==> src/rtl/irqc_pkg.sv <==
package irqc_pkg;
   localparam int LVL_W  = 3;
   localparam int PRI_W  = 3;
   localparam int RANK_W = 4;
   localparam logic [RANK_W-1:0] EXT_RANK = 4'd4;

   // programmable priority mapped to a rank that leaves slot 4 for the fixed line
   function automatic logic [RANK_W-1:0] prog_rank(input logic [PRI_W-1:0] p);
      logic [RANK_W-1:0] r;
      r = {1'b0, p};
      if (p >= 3'd4) r = r + 4'd1;
      return r;
   endfunction
endpackage

==> src/rtl/irqc_regs.sv <==
module irqc_regs
   import irqc_pkg::*;
#(
   parameter int NUM_SRC    = 64,
   parameter int FIRST_PROG = 8,
   parameter int ADDR_W     = 7,
   parameter int DATA_W     = 32
) (
   input  logic                clk,
   input  logic                rst_n,
   input  logic                we,
   input  logic [ADDR_W-1:0]   addr,
   input  logic [DATA_W-1:0]   wdata,
   output logic [DATA_W-1:0]   rdata,
   input  logic [NUM_SRC-1:0]  pend,
   output logic [LVL_W-1:0]    ctl_lvl [NUM_SRC],
   output logic [PRI_W-1:0]    ctl_pri [NUM_SRC],
   output logic [NUM_SRC-1:0]  mask
);
   localparam logic [ADDR_W-1:0] MASK_LO = ADDR_W'(64);
   localparam logic [ADDR_W-1:0] MASK_HI = ADDR_W'(65);
   localparam logic [ADDR_W-1:0] PEND_LO = ADDR_W'(66);
   localparam logic [ADDR_W-1:0] PEND_HI = ADDR_W'(67);

   logic [63:0] mask_q;
   logic [63:0] pend64;

   assign pend64 = 64'(pend);
   assign mask   = mask_q[NUM_SRC-1:0];

   always_ff @(posedge clk or negedge rst_n) begin
      if (!rst_n) begin
         mask_q <= '1;
      end else if (we) begin
         if (addr == MASK_LO) mask_q[31:0]  <= wdata[31:0];
         if (addr == MASK_HI) mask_q[63:32] <= wdata[31:0];
      end
   end

   for (genvar s = 0; s < NUM_SRC; s++) begin : g_ctl
      if (s < FIRST_PROG) begin : g_fixed
         assign ctl_lvl[s] = '0;
         assign ctl_pri[s] = '0;
      end else begin : g_prog
         logic [LVL_W-1:0] lvl_q;
         logic [PRI_W-1:0] pri_q;
         always_ff @(posedge clk or negedge rst_n) begin
            if (!rst_n) begin
               lvl_q <= '0;
               pri_q <= '0;
            end else if (we && addr == ADDR_W'(s)) begin
               lvl_q <= wdata[6:4];
               pri_q <= wdata[2:0];
            end
         end
         assign ctl_lvl[s] = lvl_q;
         assign ctl_pri[s] = pri_q;
      end
   end

   always_comb begin
      rdata = '0;
      for (int s = 0; s < NUM_SRC; s++) begin
         if (addr == ADDR_W'(s)) begin
            rdata[6:4] = ctl_lvl[s];
            rdata[2:0] = ctl_pri[s];
         end
      end
      if (addr == MASK_LO) rdata[31:0] = mask_q[31:0];
      if (addr == MASK_HI) rdata[31:0] = mask_q[63:32];
      if (addr == PEND_LO) rdata[31:0] = pend64[31:0];
      if (addr == PEND_HI) rdata[31:0] = pend64[63:32];
   end


   pend_ro_chk: assert property (@(posedge clk) disable iff (!rst_n)
      (we && (addr == PEND_LO || addr == PEND_HI)) |=> $stable(mask_q));
endmodule

==> src/rtl/irqc_level_sel.sv <==
module irqc_level_sel
   import irqc_pkg::*;
#(
   parameter int NUM_SRC    = 64,
   parameter int FIRST_PROG = 8,
   localparam int NUM_EXT   = FIRST_PROG - 1,
   localparam int NUM_INT   = NUM_SRC - FIRST_PROG,
   localparam int IDX_W     = $clog2(NUM_SRC)
) (
   input  logic                clk,
   input  logic                rst_n,
   input  logic [NUM_EXT-1:0]  ext_req,
   input  logic [NUM_INT-1:0]  int_req,
   input  logic [LVL_W-1:0]    ctl_lvl [NUM_SRC],
   input  logic [PRI_W-1:0]    ctl_pri [NUM_SRC],
   input  logic [NUM_SRC-1:0]  mask,
   input  logic [LVL_W-1:0]    sel_level,
   output logic [NUM_SRC-1:0]  pend,
   output logic [LVL_W-1:0]    top_level,
   output logic                win_found,
   output logic [IDX_W-1:0]    win_idx
);
   logic [LVL_W-1:0]  src_lvl  [NUM_SRC];
   logic [RANK_W-1:0] src_rank [NUM_SRC];

   for (genvar s = 0; s < NUM_SRC; s++) begin : g_src
      if (s == 0) begin : g_none
         assign src_lvl[s]  = '0;
         assign src_rank[s] = '0;
         assign pend[s]     = 1'b0;
      end else if (s < FIRST_PROG) begin : g_ext
         assign src_lvl[s]  = LVL_W'(s);
         assign src_rank[s] = EXT_RANK;
         assign pend[s]     = ext_req[s-1] & ~mask[s];
      end else begin : g_int
         assign src_lvl[s]  = ctl_lvl[s];
         assign src_rank[s] = prog_rank(ctl_pri[s]);
         assign pend[s]     = int_req[s-FIRST_PROG] & ~mask[s] & (ctl_lvl[s] != '0);
      end
   end

   always_comb begin
      top_level = '0;
      for (int s = 0; s < NUM_SRC; s++) begin
         if (pend[s] && src_lvl[s] > top_level) top_level = src_lvl[s];
      end
   end

   always_comb begin
      logic [RANK_W-1:0] best;
      best      = '0;
      win_found = 1'b0;
      win_idx   = '0;
      for (int s = 0; s < NUM_SRC; s++) begin
         if (pend[s] && sel_level != '0 && src_lvl[s] == sel_level &&
             (!win_found || src_rank[s] > best)) begin
            win_found = 1'b1;
            best      = src_rank[s];
            win_idx   = IDX_W'(s);
         end
      end
   end


   win_pending_chk: assert property (@(posedge clk) disable iff (!rst_n)
      win_found |-> (pend[win_idx] && src_lvl[win_idx] == sel_level));


   no_win_lvl0_chk: assert property (@(posedge clk) disable iff (!rst_n)
      (sel_level == '0) |-> !win_found);


   top_covers_win_chk: assert property (@(posedge clk) disable iff (!rst_n)
      win_found |-> (top_level >= sel_level));
endmodule

==> src/rtl/lvl_irq_ctrl.sv <==
module lvl_irq_ctrl
   import irqc_pkg::*;
#(
   parameter int          NUM_SRC    = 64,
   parameter int          FIRST_PROG = 8,
   parameter int          ADDR_W     = 7,
   parameter int          DATA_W     = 32,
   parameter int          VEC_W      = 8,
   parameter int          VEC_BASE   = 64,
   parameter int          SPUR_VEC   = 24,
   localparam int         NUM_EXT    = FIRST_PROG - 1,
   localparam int         NUM_INT    = NUM_SRC - FIRST_PROG,
   localparam int         IDX_W      = $clog2(NUM_SRC)
) (
   input  logic                clk,
   input  logic                rst_n,
   input  logic [NUM_EXT-1:0]  ext_req,
   input  logic [NUM_INT-1:0]  int_req,
   input  logic                reg_we,
   input  logic [ADDR_W-1:0]   reg_addr,
   input  logic [DATA_W-1:0]   reg_wdata,
   output logic [DATA_W-1:0]   reg_rdata,
   input  logic                ack_valid,
   input  logic [LVL_W-1:0]    ack_level,
   output logic [LVL_W-1:0]    ipl_o,
   output logic                vec_valid,
   output logic [VEC_W-1:0]    vec_out
);
   if (FIRST_PROG != 8) begin : g_bad_first
      $error("FIRST_PROG must be 8: one fixed line per level 1..7");
   end
   if (NUM_SRC > 64 || NUM_SRC <= FIRST_PROG) begin : g_bad_num
      $error("NUM_SRC must lie in FIRST_PROG+1..64");
   end
   if (DATA_W != 32 || ADDR_W < 7) begin : g_bad_bus
      $error("register bus needs 32-bit data and at least 7 address bits");
   end
   if (VEC_BASE + NUM_SRC > (1 << VEC_W) || SPUR_VEC >= (1 << VEC_W)) begin : g_bad_vec
      $error("vector range does not fit VEC_W");
   end

   logic [LVL_W-1:0]   ctl_lvl [NUM_SRC];
   logic [PRI_W-1:0]   ctl_pri [NUM_SRC];
   logic [NUM_SRC-1:0] mask;
   logic [NUM_SRC-1:0] pend;
   logic [LVL_W-1:0]   top_level;
   logic               win_found;
   logic [IDX_W-1:0]   win_idx;

   irqc_regs #(
      .NUM_SRC(NUM_SRC), .FIRST_PROG(FIRST_PROG), .ADDR_W(ADDR_W), .DATA_W(DATA_W)
   ) i_regs (
      .clk(clk), .rst_n(rst_n), .we(reg_we), .addr(reg_addr), .wdata(reg_wdata),
      .rdata(reg_rdata), .pend(pend), .ctl_lvl(ctl_lvl), .ctl_pri(ctl_pri), .mask(mask)
   );

   irqc_level_sel #(
      .NUM_SRC(NUM_SRC), .FIRST_PROG(FIRST_PROG)
   ) i_sel (
      .clk(clk), .rst_n(rst_n), .ext_req(ext_req), .int_req(int_req),
      .ctl_lvl(ctl_lvl), .ctl_pri(ctl_pri), .mask(mask), .sel_level(ack_level),
      .pend(pend), .top_level(top_level), .win_found(win_found), .win_idx(win_idx)
   );

   always_ff @(posedge clk or negedge rst_n) begin
      if (!rst_n) begin
         ipl_o     <= '0;
         vec_valid <= 1'b0;
         vec_out   <= '0;
      end else begin
         ipl_o     <= top_level;
         vec_valid <= ack_valid;
         if (ack_valid) begin
            vec_out <= win_found ? VEC_W'(VEC_BASE) + VEC_W'(win_idx) : VEC_W'(SPUR_VEC);
         end
      end
   end


   ipl_source_chk: assert property (@(posedge clk) disable iff (!rst_n)
      (ipl_o != '0) |-> $past(|pend));


   vec_range_chk: assert property (@(posedge clk) disable iff (!rst_n)
      (vec_valid && vec_out != VEC_W'(SPUR_VEC)) |->
         (vec_out > VEC_W'(VEC_BASE) && vec_out < VEC_W'(VEC_BASE + NUM_SRC)));
endmodule

==> config.mk <==
export PLATFORM = sky130hd
export DESIGN_NAME = lvl_irq_ctrl
export DESIGN_NICKNAME = d
export VERILOG_FILES = /design/src/rtl/irqc_pkg.sv /design/src/rtl/irqc_regs.sv /design/src/rtl/irqc_level_sel.sv /design/src/rtl/lvl_irq_ctrl.sv
export SDC_FILE = /design/constraint.sdc
export NUM_CORES = 2
export LEC_CHECK = 0
export CORE_ASPECT_RATIO = 1.25
export CORE_MARGIN = 2
export CORE_UTILIZATION = 35
export CTS_BUF_LIST = sky130_fd_sc_hd__clkbuf_4 sky130_fd_sc_hd__clkbuf_8 sky130_fd_sc_hd__clkbuf_16
export DETAILED_ROUTE_END_ITERATION = 10
export GPL_ROUTABILITY_DRIVEN = 0
export SYNTH_ARGS = -nofsm -noshare
export SYNTH_HDL_FRONTEND = slang
export SYNTH_HIERARCHICAL = 1
export SYNTH_SLANG_ARGS = --single-unit
==> constraint.sdc <==
create_clock -name clk -period 79.9 [get_ports clk]
set_input_delay 7.99 -clock clk [delete_from_list [all_inputs] [get_ports clk]]
set_output_delay 7.99 -clock clk [all_outputs]
set_load 0.005 [all_outputs]
---- Word level (Yosys, flattened, before mapping) ----
Cells that the tools add are included.
word-level totals
  flip-flop bits (word level) ............. 412
  bits in latches ......................... 0
  memory bits (writable) .................. 0
  ROM bits ................................ 0
  input port bits ......................... 109
  output and inout bits ................... 44
  word-level logic and storage cells ...... 1572
  memories kept ........................... 0
operators by class
  add/subtract/negate cells ............... 57
  multiply operators ...................... 0
  div/mod/pow operators ................... 0
  magnitude comparators ................... 180
  equality and inequality tests ........... 123
  shifts and indexed selects .............. 0
  mux-type cells .......................... 424
  bitwise operators ....................... 182
  reduce and logical (&&, ||, !) cells .... 489
operators with widths
  operator               number
  $mux W3                183
  $mux W4                119
  $logic_and A1 B1 Y1    306
  $add A3 B1 Y4 const B  56
  $eq A7 B6 Y1 const B   32
  $gt A4 B4 Y1           55
  $mux W6                32
  $reduce_bool A3 Y1     57
  $eq A3 B3 Y1           56
  $ge A3 B3 Y1 const B   56
  $gt A3 B3 Y1           56
  $mux W32               4
  $and A1 B1 Y1          119
  $eq A7 B5 Y1 const B   16
  $mux W5                16
  $mux W1                65
  $not A1 Y1             63
  $logic_not A1 Y1       62
  $logic_or A1 B1 Y1     62
  $eq A7 B4 Y1 const B   8
  $eq A7 B7 Y1 const B   4
  $gt A3 B3 Y1 const A   9
  $eq A3 B3 Y1 const A   4
  $add A7 B6 Y8 const A  1
  9 further kinds        14

---- Logic depth before layout (Yosys ltp) ----
  depth in word-level cells ............... 255
  depth in mapped cells ................... 581
  mapped depth without buffers ............ 546

---- Cells and area by module ----
Netlist, hierarchy kept.
modules (own cells, without submodules)
  module          instances  cells each  area each (sq um)  seq. area each (sq um)
  irqc_level_sel  1          3633        25594.5            0.0
  irqc_regs       1          1824        21050.2            10089.7
  lvl_irq_ctrl    1          33          387.9              275.3

---- Worst setup path after synthesis ----
Ideal clock, no wire load.
  kind .................................... input -> register
  start ................................... in ack_level[2]
  end ..................................... reg vec_out[4]
  library setup time ...................... 0.121 ns
  data arrival time ....................... 95.554 ns
  data required time ...................... 79.779 ns
  path slack .............................. -15.775 ns
  stages .................................. 548
  path buffers ............................ 36
  path through ............................ buf_4 > inv_2 > buf_4 > nor4_1 > or4_1 > inv_2 > ha_1 > and4b_1 > o21ai_0 > o221ai_1 > a2111o_1 > ha_1 > nor2b_1 > o21a_1 > o21a_1 > o211ai_1 > a21o_1 > and2_1 > [512 not listed] > a21oi_1 > a41o_1 > a21o_1 > buf_1 > mux2i_1 > o21bai_1 > ha_1 > nor2b_1 > o21ai_0 > nand2b_1 > a21oi_1 > a41oi_1 > o21bai_1 > and2_1 > nand2b_1 > nor4_1 > nand2_1 > o22a_1
on the way
  cells in the longest elaborated chain, start to end .. 254
  elaborated cells between the ends (all ways) .. 628
  those cells by class .................... add/sub (1); order compare (62); eq/ne (63); mux (189); reduce/logical (313)
RTL lines
  item                                                     line                  source
  from (decl)                                              lvl_irq_ctrl.sv:24    input logic [LVL_W-1:0] ack_level,
  $reduce_bool A3 Y1                                       n/a
  $logic_and A1 B1 Y1 (2 in a row)                         irqc_level_sel.sv:55  if (pend[s] && sel_level != '0 && src_lvl[s] == sel_level &&
  $mux W3 / $mux W1 (equally long branches)                irqc_level_sel.sv:55
  $gt A3 B3 Y1 / $logic_not A1 Y1 (equally long branches)  irqc_level_sel.sv:56  (!win_found || src_rank[s] > best)) begin
  $logic_or A1 B1 Y1                                       irqc_level_sel.sv:56
  $logic_and A1 B1 Y1                                      irqc_level_sel.sv:55
  $mux W3 / $mux W1 (equally long branches)                irqc_level_sel.sv:55
  $gt A3 B3 Y1 / $logic_not A1 Y1 (equally long branches)  irqc_level_sel.sv:56
  [238 not listed]                                         n/a
  $mux W4 / $mux W1 (equally long branches)                irqc_level_sel.sv:55
  $gt A4 B4 Y1 / $logic_not A1 Y1 (equally long branches)  irqc_level_sel.sv:56
  $logic_or A1 B1 Y1                                       irqc_level_sel.sv:56
  $logic_and A1 B1 Y1                                      irqc_level_sel.sv:55
  $mux W6 *                                                irqc_level_sel.sv:55
  net win_idx[4]                                           lvl_irq_ctrl.sv:48    logic [IDX_W-1:0] win_idx;
  $add A7 B6 Y8 *                                          lvl_irq_ctrl.sv:74    vec_out <= win_found ? VEC_W'(VEC_BASE) + VEC_W'(win_idx) : VEC_W'(SPUR_VEC);
  $mux W8 *                                                lvl_irq_ctrl.sv:74
  to (signal assigned)                                     lvl_irq_ctrl.sv:74
  to (decl)                                                lvl_irq_ctrl.sv:27    output logic [VEC_W-1:0] vec_out
The timed path passes the listed nets; every way through them passes the cells marked *.
A chain may end at the register's enable or synchronous reset.

---- Final worst setup path ----
  start ................................... in ack_level[1]
  end ..................................... reg vec_out[3]
Same word-level chain as after synthesis.

==> run_results.csv <==
group,metric,value,unit
sta,fin_ws,-10030,ps
sta,slew_headroom,-12.5,%
setup_path,cp-start-kind,"input port",
clocking,cts_made_buffers,47,
die,core,0.132,mm2
sta,fin_crit,89930,ps
setup_path,critical_path_depth,530,
final_layout,fin_nets,7049,
global_routing,grt_start_max_net_pins,81,
min_path,hp-class,"register to register",
setup_path,crit_path_end_kind,"register",
clocking,cts_sinks,411,
clocking,cts_hold_buf,0,
die,io_pins,153,
drt,final_antenna_net_count,0,
sta,tns,-59530,ps
sta,skew,23.8,ps
place,dpl_cell_area,0.0554,mm2
sta,setup_violations,6,
clocking,cts_root_buf,"clkbuf_16",
drt,dr.pass1.iters,8,
setup_path,reg2regPathDepth,529,
sta,worstMarginPinSlew,1690,ps
setup_path,cp.required,80390,ps
logic_synthesis,synth_area_per_cell,8.58,um2
setup_path,worst-path-buf-inv,50,
logic_synthesis,netlist_area,0.0467,mm2
drt,drt-wirelength-per-cell,27.0,um
logic_synthesis,synth_fp_nets,6051,
clocking,clockBufferDepth,3,
setup_path,critPathSlowestCell,"or4_4",
outcome,violations,"slew limit, setup timing",
final_layout,stdcell_area,0.0622,mm2
drt,drtIter0Drc,5349,
drt,viasPerCell,6.16,
final_layout,syn2layout_area_growth,33.3,%
power_and_ir_drop,vdd_drop_max,0.0157,mV
place,numPortBuffers,151,
setup_path,cpPeakStageDelay,620,ps
sta,fmax,11.1,MHz
sta,hold_violations,0,
setup_path,r2r_start,"i_regs/mask[3]",
drt,vias,50600,
die,floorplan.die.height,412,um
power_and_ir_drop,cellPowerDensity,18.4,mW/mm2
drt,drt-total-wl,222000,um
logic_synthesis,yosysWarnings,6,
global_routing,grt_pass1_vias,48700,
sta,finalMaxSlewViolations,1,
power_and_ir_drop,cellLeakagePower,29.0,nW
global_routing,antenna_found_initial,30,
global_routing,grt-ovfl-total,0,
sta,rsz0062_at_grt,"yes",
place,dp_hpwl,164000,um
setup_path,crit_family,"compound AO/OA/AOI/OAI gates",
die,core.rowCount,149,
setup_path,crit_fanout,8,
setup_path,worstPathArrival,90420,ps
die,die-area,0.136,mm2
final_layout,drive_above_1_share,35.8,%
min_path,hold_depth,2,
logic_synthesis,syn-instance-count,5441,
die,die_x,331,um
setup_path,crit_top_cell,"o21a_1",
drt,drc,0,
final_layout,final_util,47.1,%
place,place_inst,7817,
clocking,clock_latency,620,ps
global_routing,grt_pass1_wl,315000,um
clocking,htreeDepth,2,
clocking,cts_tree,"yes",
outcome,status,"complete, but fails checks",
setup_path,ff2ff_setup_slack,-2980,ps
global_routing,grt_util_all_layers,30.9,%
flow_run,drv_cap,0,
setup_path,worstReg2RegEnd,"vec_out[3]",
setup_path,crit_start,"ack_level[1]",
final_layout,stdcell_count,8225,
setup_path,worstSetupEndpoint,"vec_out[3]",
setup_path,path_class,"input port to register",
clocking,clkTransAtPathRegs,60,ps
sta,period_share,113,%
die,initial_core_util,35.3,%
## metrics by stage
step	hold WS (ps)	worst slack (ps)	power, mW
4_1_cts	521	-8760	1.05
3_3_place_gp	501	-9720	0.763
3_5_place_dp	506	-12110	0.778
5_1_grt	540	-14470	1.20
2_1_floorplan	495	-9740	0.581
6_report	512	-10030	1.15
## sequential cells by signal (all words and copies together), names as in the netlist
register / count
ipl_o: 3
i_regs/mask: 64
i_regs/g_ctl.g_prog.pri_q: 168
vec_valid: 1
i_regs/g_ctl.g_prog.lvl_q: 168
vec_out: 7
## worst min-delay path by stage
stage	startpoint	endpoint	slack, ps
finish	vec_out[0]	vec_out[0]	510
global route	vec_out[1]	vec_out[1]	540
CTS	vec_out[4]	vec_out[4]	520
detailed placement	vec_out[4]	vec_out[4]	510
global placement	vec_out[4]	vec_out[4]	500
floorplan	vec_out[4]	vec_out[4]	490
## report_power, final
part | switching, mW | internal (mW) | leakage (nW) | total (mW)
registers | 0.0356 | 0.229 | 5.37 | 0.264
logic | 0.329 | 0.316 | 22.8 | 0.645
clock network | 0.0994 | 0.137 | 0.823 | 0.236
## final cells by class
| cell class | instances | area, um2 |
|---|---|---|
| well taps | 1736 | 2170 |
| diodes | 11 | 27.5 |
| fillers | 12400 | 69900 |
| clock inverters | 20 | 210 |
| repair buffers | 1195 | 9470 |
| multi-input cells | 4391 | 37000 |
| flip-flops and latches | 411 | 10400 |
| inverters | 393 | 1490 |
| clock buffers | 68 | 1450 |
## routing by layer
metal	share of wire [%]	wire length [um]	track usage [%]
met2	44	97400	48.0
met1	35	77800	34.4
met3	10	23000	9.33
met5	0.094	208	0.321
met4	11	24000	26.6
## placed cells by master, fill, tap and decap left out, types with 68 or more instances in the layout
cell             instances
nor2_1                 256
inv_1                  368
xnor2_1                104
nand3_1                113
dfrtp_1                347
nand2b_1                99
o21ai_0                191
nor2b_1                149
o21ai_1                 68
nand2_1                373
and3_1                  69
a21oi_1                230
ha_1                   437
clkdlybuf4s50_1        130
mux2_2                 440
buf_4                 1008
o21a_1                 120
a21oi_2                 69
a21o_1                  70
nor3_1                  91
## worst register-to-register path: cells and delay by family (launching register included)
family	cells	cell delay (ps)
buf+inv	49	6130
simple gates	146	17920
compound gates	267	40960
fa+ha+maj	55	13960
flops	1	560
mux	12	3180
## timing repair
| item | CTS | global route |
|---|---|---|
| gates cloned | 0 | 1 |
| pin swaps | 187 | 209 |
| resized for setup | 213 | 433 |
| setup endpoints to repair | 9 | 9 |
| buffers inserted | 189 | 120 |
(Power assumes the default switching activity.)
